**src/rtl/resv_mon_pkg.sv**
```systemverilog
package resv_mon_pkg;
   typedef enum logic [1:0] {
      OP_RD = 2'b00,
      OP_WR = 2'b01,
      OP_LL = 2'b10,
      OP_SC = 2'b11
   } mem_op_e;
endpackage

```
**src/rtl/resv_mon_arb.sv**
```systemverilog
module resv_mon_arb #(
   parameter int NCORE = 3,
   localparam int IW = (NCORE > 1) ? $clog2(NCORE) : 1
) (
   input  logic             clk,
   input  logic             rst_n,
   input  logic [NCORE-1:0] req_i,
   output logic [NCORE-1:0] gnt_o,
   output logic [IW-1:0]    idx_o,
   output logic             any_o
);
   always_comb begin
      gnt_o = '0;
      idx_o = '0;
      any_o = 1'b0;
      for (int i = 0; i < NCORE; i++) begin
         if (req_i[i] && !any_o) begin
            gnt_o[i] = 1'b1;
            idx_o    = IW'(i);
            any_o    = 1'b1;
         end
      end
   end


   one_grant_chk: assert property (@(posedge clk) disable iff (!rst_n)
      $onehot0(gnt_o));

   gnt_needs_req_chk: assert property (@(posedge clk) disable iff (!rst_n)
      (gnt_o & ~req_i) == '0);

   no_idle_chk: assert property (@(posedge clk) disable iff (!rst_n)
      (req_i != '0) |-> $countones(gnt_o) == 1);
endmodule

```
**src/rtl/resv_mon_slot.sv**
```systemverilog
module resv_mon_slot #(
   parameter int AW = 4
) (
   input  logic          clk,
   input  logic          rst_n,
   input  logic          set_i,
   input  logic          clr_own_i,
   input  logic          wr_other_i,
   input  logic [AW-1:0] addr_i,
   output logic          valid_o,
   output logic [AW-1:0] addr_o
);
   logic hit;
   assign hit = valid_o && (addr_o == addr_i);

   always_ff @(posedge clk) begin
      if (!rst_n) begin
         valid_o <= 1'b0;
         addr_o  <= '0;
      end else if (set_i) begin
         valid_o <= 1'b1;
         addr_o  <= addr_i;
      end else if (clr_own_i) begin
         valid_o <= 1'b0;
      end else if (wr_other_i && hit) begin
         valid_o <= 1'b0;
      end
   end


   ll_sets_chk: assert property (@(posedge clk) disable iff (!rst_n)
      set_i |=> valid_o && addr_o == $past(addr_i));

   sc_clears_chk: assert property (@(posedge clk) disable iff (!rst_n)
      clr_own_i |=> !valid_o);

   snoop_clears_chk: assert property (@(posedge clk) disable iff (!rst_n)
      (wr_other_i && valid_o && addr_o == addr_i) |=> !valid_o);

   snoop_miss_chk: assert property (@(posedge clk) disable iff (!rst_n)
      (wr_other_i && valid_o && addr_o != addr_i && !set_i && !clr_own_i)
      |=> valid_o && $stable(addr_o));
endmodule

```
**src/rtl/resv_mon_top.sv**
```systemverilog
module resv_mon_top #(
   parameter int NCORE = 3,
   parameter int AW    = 4,
   parameter int DW    = 32,
   localparam int DEPTH = 1 << AW,
   localparam int IW    = (NCORE > 1) ? $clog2(NCORE) : 1
) (
   input  logic               clk,
   input  logic               rst_n,
   input  logic [NCORE-1:0]    req_i,
   input  logic [2*NCORE-1:0]  op_i,
   input  logic [AW*NCORE-1:0] addr_i,
   input  logic [DW*NCORE-1:0] wdata_i,
   output logic [NCORE-1:0]    gnt_o,
   output logic [NCORE-1:0]    rsp_valid_o,
   output logic [DW*NCORE-1:0] rdata_o
);
   import resv_mon_pkg::*;

   if (NCORE < 2) begin : g_bad_ncore
      $error("resv_mon_top: NCORE must be at least 2");
   end
   if (AW < 1 || AW > 10) begin : g_bad_aw
      $error("resv_mon_top: AW must be within 1..10");
   end
   if (DW < 2) begin : g_bad_dw
      $error("resv_mon_top: DW must be at least 2");
   end

   logic [IW-1:0]    gidx;
   logic             any_gnt;
   mem_op_e          gop;
   logic [AW-1:0]    gaddr;
   logic [DW-1:0]    gwdata;
   logic [DW-1:0]    rd_word;
   logic             sc_ok;
   logic             commit_wr;
   logic [NCORE-1:0] res_valid;
   logic [AW-1:0]    res_addr [NCORE];
   logic [DW-1:0]    mem_q    [DEPTH];
   logic [DW-1:0]    rdata_q  [NCORE];

   resv_mon_arb #(.NCORE(NCORE)) u_arb (
      .clk   (clk),
      .rst_n (rst_n),
      .req_i (req_i),
      .gnt_o (gnt_o),
      .idx_o (gidx),
      .any_o (any_gnt)
   );

   always_comb begin
      gop    = OP_RD;
      gaddr  = '0;
      gwdata = '0;
      for (int c = 0; c < NCORE; c++) begin
         if (gnt_o[c]) begin
            gop    = mem_op_e'(op_i[2*c +: 2]);
            gaddr  = addr_i[AW*c +: AW];
            gwdata = wdata_i[DW*c +: DW];
         end
      end
   end

   assign rd_word   = mem_q[gaddr];
   assign sc_ok     = any_gnt && (gop == OP_SC) && res_valid[gidx]
                      && (res_addr[gidx] == gaddr);
   assign commit_wr = any_gnt && ((gop == OP_WR) || sc_ok);

   for (genvar c = 0; c < NCORE; c++) begin : g_slot
      resv_mon_slot #(.AW(AW)) u_slot (
         .clk        (clk),
         .rst_n      (rst_n),
         .set_i      (gnt_o[c] && gop == OP_LL),
         .clr_own_i  (gnt_o[c] && gop == OP_SC),
         .wr_other_i (commit_wr && !gnt_o[c]),
         .addr_i     (gaddr),
         .valid_o    (res_valid[c]),
         .addr_o     (res_addr[c])
      );

      always_ff @(posedge clk) begin
         if (!rst_n) begin
            rdata_q[c] <= '0;
         end else if (gnt_o[c]) begin
            unique case (gop)
               OP_RD, OP_LL: rdata_q[c] <= rd_word;
               OP_SC:        rdata_q[c] <= DW'(sc_ok);
               default:      rdata_q[c] <= '0;
            endcase
         end
      end
      assign rdata_o[DW*c +: DW] = rdata_q[c];
   end

   always_ff @(posedge clk) begin
      if (!rst_n) begin
         rsp_valid_o <= '0;
      end else begin
         rsp_valid_o <= gnt_o;
      end
   end

   always_ff @(posedge clk) begin
      if (!rst_n) begin
         for (int i = 0; i < DEPTH; i++) mem_q[i] <= '0;
      end else if (commit_wr) begin
         mem_q[gaddr] <= gwdata;
      end
   end


   rsp_follows_gnt_chk: assert property (@(posedge clk) disable iff (!rst_n)
      any_gnt |=> rsp_valid_o == $past(gnt_o));

   sc_status_chk: assert property (@(posedge clk) disable iff (!rst_n)
      (any_gnt && gop == OP_SC) |=> rdata_q[$past(gidx)] == DW'($past(sc_ok)));

   sc_fail_hold_chk: assert property (@(posedge clk) disable iff (!rst_n)
      (any_gnt && gop == OP_SC && !sc_ok) |=> mem_q[$past(gaddr)] == $past(rd_word));

   sc_pass_write_chk: assert property (@(posedge clk) disable iff (!rst_n)
      sc_ok |=> mem_q[$past(gaddr)] == $past(gwdata));
endmodule

```
**config.mk**
```make
export PLATFORM = sky130hd
export DESIGN_NAME = resv_mon_top
export DESIGN_NICKNAME = d
export VERILOG_FILES = /design/src/rtl/resv_mon_pkg.sv /design/src/rtl/resv_mon_arb.sv /design/src/rtl/resv_mon_slot.sv /design/src/rtl/resv_mon_top.sv
export SDC_FILE = /design/constraint.sdc
export NUM_CORES = 1
export LEC_CHECK = 0
export ABC_CLOCK_PERIOD_IN_PS = 8300
export BUFFER_PORTS_ARGS = -buffer_cell sky130_fd_sc_hd__buf_4
export CORE_UTILIZATION = 60
export DETAILED_ROUTE_END_ITERATION = 10
export PLACE_DENSITY_LB_ADDON = 0.08
export REMOVE_ABC_BUFFERS = 1
export SYNTH_ARGS = -nofsm -noshare
export SYNTH_HDL_FRONTEND = slang
export SYNTH_SLANG_ARGS = --single-unit
```
**constraint.sdc**
```tcl
create_clock -name clk -period 8.3 [get_ports clk]
set_clock_uncertainty 0.15 [all_clocks]
set_input_delay 1.66 -clock clk [delete_from_list [all_inputs] [get_ports clk]]
set_output_delay 1.66 -clock clk [all_outputs]
set_load 0.01 [all_outputs]
```
# ---- After elaboration in Yosys (flattened, before gate mapping)
# Memories as Yosys holds them, arrays and structs flattened.
# Index checks and enable logic that the tools add are counted.
dict set report totals {
  ram_bits 608
  inputBits 119
  out_inout_bits 102
  latchBits 0
  rom_bits 0
  memories 2
  register_bits 18
  word_cells 137
}
dict set report op_classes {
  n_mul 0
  n_reduce_logical 33
  bitwise 10
  eq_ne 7
  n_lt_le_gt_ge 2
  muxes 76
  shifts 0
  div 0
  n_addsub 0
}
# memory words word_bits rd rd_ports_with_merged_regs wr line
set memory_table {}
lappend memory_table {mem_q 16 32 1 0 16 resv_mon_top.sv:40} ;# logic [DW-1:0] mem_q [DEPTH];
lappend memory_table {rdata_q 3 32 3 0 3 resv_mon_top.sv:41} ;# logic [DW-1:0] rdata_q [NCORE];
# operator count
set op_table {}
lappend op_table {{two-way mux 32 bit} 13}
lappend op_table {{two-way mux 1 bit} 51}
lappend op_table {{OR reduction 32 bit} 1}
lappend op_table {{two-way mux 4 bit} 6}
lappend op_table {{logical AND 1 bit} 21}
lappend op_table {{== test 4 bit} 4}
lappend op_table {{bitwise OR 1 bit} 9}
lappend op_table {{nonzero test 3 bit} 3}
lappend op_table {{binary-select mux 4 bit (select 2 bit)} 1}
lappend op_table {{two-way mux 2 bit} 4}
lappend op_table {{== test 2 bit (second input constant)} 2}
lappend op_table {{zero test 1 bit} 4}
lappend op_table {{>= comparator 3 bit (second input constant)} 1}
lappend op_table {{less-than comparator 2 x 3 -> 1 bit (second input constant)} 1}
lappend op_table {{inverter 2 -> 3 bit} 1}
lappend op_table {{OR reduction 3 bit} 1}
lappend op_table {{binary-select mux 1 bit (select 2 bit)} 1}
lappend op_table {{== test 2 x 1 -> 1 bit (second input constant)} 1}
lappend op_table {{zero test 2 bit} 1}
lappend op_table {{OR reduction 2 bit} 1}
lappend op_table {{logical OR 1 bit} 1}

# ---- Logic depth before layout (Yosys ltp)
# Gate-level depths: netlist of the first run.
dict set report depth {
  ltp_word 20
  ltp_mapped 11
  mapped_depth_nobuf 7
}

# ---- Hierarchy
# From an unflattened synthesis of the first run, not the netlist that was laid out.
dict set report hier_totals {
  hier_cells 2610
  hier_area_um2 28175.8
}
# mod seq_area_each_um2 area_each_um2 instances cells_each
set modules_own_cells {}
lappend modules_own_cells {resv_mon_top 18317.6 27421.3 1 2535}
lappend modules_own_cells {resv_mon_slot 100.1 236.5 3 23}
lappend modules_own_cells {resv_mon_arb 0.0 45.0 1 6}

# ---- Worst setup path after synthesis of the first run
# Ideal clock, no wire load.
dict set report synth_timing {
  kind {input-to-reg}
  start {in req_i[2]}
  end {mem mem_q[7][0], enable pin}
  arrival_ns 4.359
  required_ns 7.761
  stages 11
  n_path_buf 4
  setup_time_ns 0.389
  slack_ns 3.402
  cell_sequence {buf_2 nor2b_1 buf_2 a221oi_1 xnor2_1 nand4_1 o31ai_4 buf_4 nand3_2 clkbuf_1 nand2_1}
}
# item line
set synth_lines {}
lappend synth_lines {{from (decl)} resv_mon_top.sv:10} ;# input logic [NCORE-1:0] req_i,
lappend synth_lines {{to (decl)} resv_mon_top.sv:40}

==> results of run 1 <==
## cell type report
class                      instances  area (um^2)
antenna                            1         2.50
fill                            3069        13100
sequential                       626        18600
clock buffer                      78         1630
tap                              592          741
inverter                           4         15.0
clock inverter                    34          251
multi-input combinational       1108         7970
timing repair buffer             257         1950
## stage by stage
step	total power, mW	cell area [um^2]	setup WS, ps
2_1_floorplan	4.26	26400	-1380
3_3_place_gp	4.60	29300	1930
3_5_place_dp	4.62	29300	1790
4_1_cts	7.23	31200	2450
5_1_grt	7.41	31200	2020
6_report	7.22	31200	2340
## routing by layer
metal | GRT usage, % | up-vias | wire length (um)
met4 | 11.7 | 0 | 2650
met3 | 6.30 | 142 | 7380
met2 | 54.1 | 1051 | 37400
met1 | 45.2 | 8829 | 28000
met5 | 0 | - | 0
li1 | - | 7436 | -
## Yosys cell counts (all sizes together), types with 2 or more instances
cell type | number | area, um^2
nor2 | 564 | 2120
a22oi | 36 | 270
edfxtp | 608 | 18300
nor3 | 6 | 30.0
clkbuf | 112 | 420
o21a | 2 | 15.0
dfxtp | 18 | 360
nand2b | 6 | 37.5
o21ai | 20 | 100
a21oi | 50 | 250
a21o | 4 | 30.0
and2 | 7 | 43.8
inv | 4 | 15.0
buf | 51 | 246
a22o | 3 | 26.3
and3b | 5 | 43.8
nand3 | 18 | 125
xnor2 | 8 | 70.1
a211oi | 2 | 15.0
mux4 | 125 | 2820
nand3b | 3 | 22.5
or3 | 2 | 12.5
mux2i | 75 | 751
nand2 | 50 | 188
o22ai | 95 | 594
nor2b | 10 | 62.6
a221oi | 3 | 26.3
## logic make-up after synthesis
family	share of synthesized area, %
multiplexers	13.2
flip-flops	68.8
buffers and inverters	2.52
AO/OA/AOI/OAI	5.20
XOR/XNOR	0.291
AND/OR/NAND/NOR	10.0
## flip-flops by register name (all words and copies together), names as in the netlist
register,cells
mem_q,512
rdata_q,96
g_slot.u_slot.addr_o,12
g_slot.u_slot.valid_o,3
rsp_valid_o,3
## worst max-delay path, cell delays in order
cell	delay (ps)
buf_4	350
nor2b_4	1110
a22oi_1	170
o21ai_1	330
nand3_1	200
o31ai_4	980
nand3_1	170
buf_4	330
nand2_2	690
## power groups by stage
stage	clock (mW)	sequential, mW	combinational (mW)
finish	2.66	3.71	0.854
global route	2.80	3.72	0.892
CTS	2.68	3.71	0.849
detailed placement	0	3.77	0.847
global placement	0	3.76	0.832
floorplan	0	3.76	0.494
## path summary, 6_finish.rpt
check                                    end  slack [ps]                  startpoint
setup reg to reg                 mem_q[5][4]        4400  g_slot[2].u_slot.addr_o[0]
setup / recovery                 mem_q[5][4]        2340                    req_i[1]
hold / removal    g_slot[0].u_slot.addr_o[3]         370  g_slot[0].u_slot.addr_o[3]
hold reg to reg   g_slot[0].u_slot.addr_o[3]         370  g_slot[0].u_slot.addr_o[3]
==> reports/results.md, run 1 <==
## Outcome
• complete, no violations — outcome

## Clocking
• done — TritonCTS clock tree
• clkbuf_16 — library cell used as clock root buffer
• 0 — Hold-fix buffers, CTS
• 3 — clock tree buffer depth
• 626 — number of clock sinks
• 620 ps — clock latency reported for the late side of the worst-skew pair
• 2 — H-tree depth
• 61 — Num CTS Buffers
• 0 — # Post-CTS Setup Buffers
• 0 — post-cts sizing count
• 50 ps — Reg clk slew, reported paths

## Layout
• 608 x edfxtp_1, 564 x nor2_1, 255 x buf_4 — commonest cells after routing, fill and taps aside
• 70.4% — final core area utilization
• edfxtp_1 — leading cell type in the layout, fill and taps excluded
• 24.6% — proportion of layout cells with a drive suffix above 1
• 2,177 — Total Nets Final
• 15.2% — Area growth, synth to finish
• 2,700 — non-filler instance count after layout

## Timing
• 5960 ps — Final min period
• 5.76% — relative slew slack
• 71.8% — final period utilization
• 0.168 GHz — maximum operating frequency
• 367 ps — tightest hold margin
• 0 — Final Slew Violations
• 0 ps — final-layout setup total negative slack
• 0 — number of setup violations in the final report
• 0 — number of endpoints with negative hold slack in the final report
• no — unrepaired setup endpoints after global routing
• 1400 ps — Least-Margin Pin Slew

## Yosys
• 0 — Warnings, synthesis
• 1,901 — gate count after technology mapping
• 14.2 um^2 — mean area per synthesized cell
• 608 — count of flip-flops with a built-in enable after synthesis
• 626 — FF+latch count, synth
• 27,100 um^2 — Cell Area, Synth
• 68.8% — sequential-to-total area share from yosys stat
• 45 — Netlist cell types
• edfxtp_1 — most frequently used flop master after synthesis
• 0% — Async S/R FF share, synth

## Placed design
• 47.5 mm — half-perimeter wire length after placement
• 0.880 — final RePlAce weighted congestion
• 220 — buffers added on ports
• 2,587 — number of cells after detailed placement

## Floorplan
• 77 — Core Rows
• 61.1% — Starting Density
• 44,300 um^2 — Core Region
• 46,000 um^2 — Die Outline Area
• 221 — number of top-level pins
• 214 um — DIE HEIGHT
• 214 um — overall die width

## Pwr
• 11.8% — Logic pwr share
• 36.8% — Clock power frac
• 1.76 mW — net switching power figure
• 232 nW/um^2 — pwr dens
• 10.8 nW — P_leak
• 24.4% — Switching Share
• 51.3% — part of the total power dissipated in sequential elements
• 0.000173 V — largest vdd supply drop
• 5.46 mW — internal portion of total power

## Setup path
• 6050 ps — arrival time of the worst setup path
• 8 — count of cells along the worst register-to-register path
• 8390 ps — required time worst endpoint
• input port to register — class of the most critical setup path
• register — Crit. End Element
• input port — critical path launch point type
• 57 — Worst Path Max Fanout

## Route
• 17.5k — Via Count
• 0 — DRC Markers
• 2,364 — First DRT Iteration DRCs
• 6.47 — DR vias/cell
• 27.9 um — average wire per standard cell
• 0 — remaining antenna violation count after routing
• 6 — number of search-and-repair iterations in the first detailed-routing pass
• 75.4 mm — Routed WL

## Global route
• 17.3k — vias in the first global route
• 0 — number of antenna violations at the first check in global routing
• 0 — grt ovf
• 111 mm — first-pass GRT wire length
• 33.2% — Tot GR Track Use
• 94 — largest net degree at the start of global routing

## Flow run
• 0 — max-capacitance violation count

## Min path
• register to register — Worst Hold Class
• 2 — WHS Path Cells

Note: power is estimated with default switching activity, not from simulation.
==> run 2, diff against run 1 <==
Settings changed: ABC_AREA from default to 1, ABC_CLOCK_PERIOD_IN_PS 8300 to 5600.
Clock period 8.3 ns to 5.6 ns, I/O delays scaled along.
==> reports/results.md, run 2 <==
## Layout
• 18,600 um^2 — sequential cell area, unchanged
• 70.7% — final core area utilization, was 70.4%
• 3,479 — non-filler instance count after layout, was 2,700
• nand2_1 — leading cell type in the layout, fill and taps excluded, was edfxtp_1
• mem_q x512, rdata_q x96, g_slot.u_slot.addr_o x12 — registers with the most flip-flops, unchanged
• 799 x nand2_1, 608 x edfxtp_1, 478 x nor2_1 — commonest cells after routing, fill and taps aside, was 608 x edfxtp_1, 564 x nor2_1, 255 x buf_4
• 512 — flip-flop count of the largest register after layout, unchanged
• 8160 um^2 — total area of multi-input combinational cells, was 7970 um^2
• 3,282 — number of fill cells, was 3,069
• mem_q — register with the highest flop count, unchanged
• 23.5% — proportion of layout cells with a drive suffix above 1, was 24.6%
• 2,946 — Total Nets Final, was 2,177
• 15.9% — Area growth, synth to finish, was 15.2%

## Yosys
• 10.6 um^2 — mean area per synthesized cell, was 14.2 um^2
• 65.6% — fraction of synthesized cell area taken by the top area cell type, was 67.4%
• 2,636 — gate count after technology mapping, was 1,901
• 608 — count of flip-flops with a built-in enable after synthesis, unchanged
• 626 — FF+latch count, synth, unchanged
• edfxtp_1 66%, nand2_1 11%, nor2_1 6.5% — top cells by area, synth, was edfxtp_1 67%, mux4_2 10%, nor2_1 7.8%
• nand2_1 — most repeated cell in the gate-level netlist after synthesis, was edfxtp_1
• 0 — Warnings, synthesis, unchanged
• 66.9% — sequential-to-total area share from yosys stat, was 68.8%
• 815 x nand2_1, 608 x edfxtp_1, 481 x nor2_1 — top cells by instance count after synthesis, was 608 x edfxtp_1, 564 x nor2_1, 125 x mux4_2
• edfxtp_1 — most frequently used flop master after synthesis, unchanged
• edfxtp_1 — post-synth top area cell, unchanged
• 30 — Netlist cell types, was 45
• 0% — Async S/R FF share, synth, unchanged
• 27,800 um^2 — Cell Area, Synth, was 27,100 um^2

## Clocking
• 61 — Num CTS Buffers, unchanged
• 630 ps — clock latency reported for the late side of the worst-skew pair, was 620 ps
• clkbuf_16 — library cell used as clock root buffer, unchanged
• 626 — number of clock sinks, unchanged
• 60 ps — Reg clk slew, reported paths, was 50 ps
• 0 — post-cts sizing count, unchanged
• 3 — clock tree buffer depth, unchanged
• 0 — Hold-fix buffers, CTS, unchanged
• 0 — # Post-CTS Setup Buffers, unchanged
• done — TritonCTS clock tree, unchanged
• 2 — H-tree depth, unchanged

## Placed design
• 0.877 — final RePlAce weighted congestion, was 0.880
• 3,364 — number of cells after detailed placement, was 2,587
• 45.3 mm — half-perimeter wire length after placement, was 47.5 mm
• 220 — buffers added on ports, unchanged
• 692 ps — worst setup slack after placement, was 1790 ps

## Setup path
• 4420 ps — arrival time of the worst setup path, was 6050 ps
• mem_q[15][5] — R2R Path End, was mem_q[5][4]
• 10 — count of cells along the worst register-to-register path, was 8
• buf_4 > inv_4 > nand2_2 > nand2_1 > nand2_1 > nand2_1 > inv_1 > nand2_1 > o21ai_1 > nor2_1 > nand2_2 > nand2_4 > nand4_1 > nand2_2 — Cell Chain, Critical Path, was buf_4 > nor2b_4 > a22oi_1 > o21ai_1 > nand3_1 > o31ai_4 > nand3_1 > buf_4 > nand2_2
• register — Crit. End Element, unchanged
• input port to register — class of the most critical setup path, unchanged
• nand2_2 — worst-path cell with the longest stage delay, was nor2b_4
• nand2_1 — most frequent cell on the critical path
• g_slot[0].u_slot.addr_o[2] — reg-to-reg critical path startpoint, was g_slot[2].u_slot.addr_o[0]
• 5700 ps — required time worst endpoint, was 8390 ps
• req_i[0] — worst setup path start, was req_i[1]
• 770 ps — CP peak stage delay, was 1110 ps
• 2620 ps — R2R setup slack, was 4400 ps
• 32 — Worst Path Max Fanout, was 57
• input port — critical path launch point type, unchanged

## Timing
• 0 — number of endpoints with negative hold slack in the final report, unchanged
• 1280 ps — worst setup margin, was 2340 ps
• no — unrepaired setup endpoints after global routing, unchanged
• 4320 ps — Final min period
• 339 ps — tightest hold margin, was 367 ps
• 77.1% — final period utilization
• 0 — number of setup violations in the final report, unchanged
• 0.232 GHz — maximum operating frequency
• 17.7% — relative slew slack, was 5.76%
• 0 — Final Slew Violations, unchanged
• 1230 ps — Least-Margin Pin Slew, was 1400 ps

## Global route
• 51 — largest net degree at the start of global routing, was 94
• 0 — grt ovf, unchanged
• 19.7k — vias in the first global route, was 17.3k
• 32.4% — Tot GR Track Use, was 33.2%
• 0 — number of antenna violations at the first check in global routing, unchanged
• 114 mm — first-pass GRT wire length, was 111 mm

## Route
• 21.7 um — average wire per standard cell, was 27.9 um
• 29.3 mm — met1 routed wirelength after detailed routing, was 28.0 mm
• 0 — DRC Markers, unchanged
• 36.0 mm — met2 wirelength from detailed routing, was 37.4 mm
• 0 — remaining antenna violation count after routing, unchanged
• met4 — top routing layer in use, unchanged
• 7.93 mm — Routed met3 length, was 7.38 mm
• 75.5 mm — Routed WL, was 75.4 mm
• 2,121 — First DRT Iteration DRCs, was 2,364
• 5.84 — DR vias/cell, was 6.47
• 7 — number of search-and-repair iterations in the first detailed-routing pass, was 6
• 20.3k — Via Count, was 17.5k

## Min path
• register to register — Worst Hold Class, unchanged
• 2 — WHS Path Cells, unchanged
• g_slot[0].u_slot.addr_o[2] — beginning of the worst hold path, was g_slot[0].u_slot.addr_o[3]
• g_slot[0].u_slot.addr_o[2] — worst-case hold path end point, was g_slot[0].u_slot.addr_o[3]

## Pwr
• 337 nW/um^2 — pwr dens, was 232 nW/um^2
• 0.000249 V — largest vdd supply drop, was 0.000173 V
• 12.3 nW — P_leak, was 10.8 nW

## Floorplan
• 45,600 um^2 — Core Region, was 44,300 um^2
• 78 — Core Rows, was 77
• 47,200 um^2 — Die Outline Area, was 46,000 um^2
• 61.0% — Starting Density, was 61.1%
• 217 um — overall die width, was 214 um
• 217 um — DIE HEIGHT, was 214 um
• 221 — number of top-level pins, unchanged

## Flow run
• 0 — max-capacitance violation count, unchanged

## Outcome
• complete, no violations — outcome, unchanged

## run 2: layout make-up
cell class                 count  share of cell area (%)
sequential                   626                    57.8
multi-input combinational   1759                    25.3
timing repair buffer         310                    7.65
clock buffer                  79                    5.04
tap                          600                    2.33
clock inverter                35                    1.08
inverter                      69                   0.819
antenna                        1                 0.00776
## run 2: logic make-up after synthesis
| logic type | after synthesis | share of synthesized area, % |
|---|---|---|
| buf+inv | 251 | 4.68 |
| flops | 626 | 66.9 |
| compound gates | 70 | 1.71 |
| xor+xnor | 3 | 0.0945 |
| simple gates | 1686 | 26.6 |
## run 2: metrics by stage
step / cell area (um^2) / power, mW / setup TNS (ps)
global route: 32200 / 11.2 / 0
global placement: 30300 / 6.84 / 0
finish: 32200 / 10.9 / 0
detailed placement: 30300 / 6.86 / 0
floorplan: 26800 / 6.26 / -2684740
CTS: 32200 / 10.9 / 0
## run 2: worst max-delay path, delay by kind of cell
family / cells / cell delay [ps]
AOI/OAI and AO/OA: 1 / 60
buffers and inverters: 3 / 720
and+or+nand+nor: 10 / 2460
## run 2: routing by layer
metal  track usage, %  vias up
met5                0        -
met4             11.0        0
met3             6.48      159
met2             52.8     1187
met1             43.8     9773
li1                 -     9195
## run 2: report_power, final
part	internal [mW]	switching, mW
Combinational	0.374	0.931
Sequential	5.40	0.0781
Clock	2.36	1.73
## run 2: worst max path at each step
stage / endpoint / slack, ps / depth (start not counted)
after detailed placement: mem_q[15][14] / 690 / 14
after global placement: mem_q[14][11] / 710 / 14
final: mem_q[15][5] / 1280 / 14
after global routing: mem_q[15][25] / 1120 / 14
after CTS: mem_q[15][25] / 1350 / 14
after floorplan: mem_q[2][0] / -4100 / 8
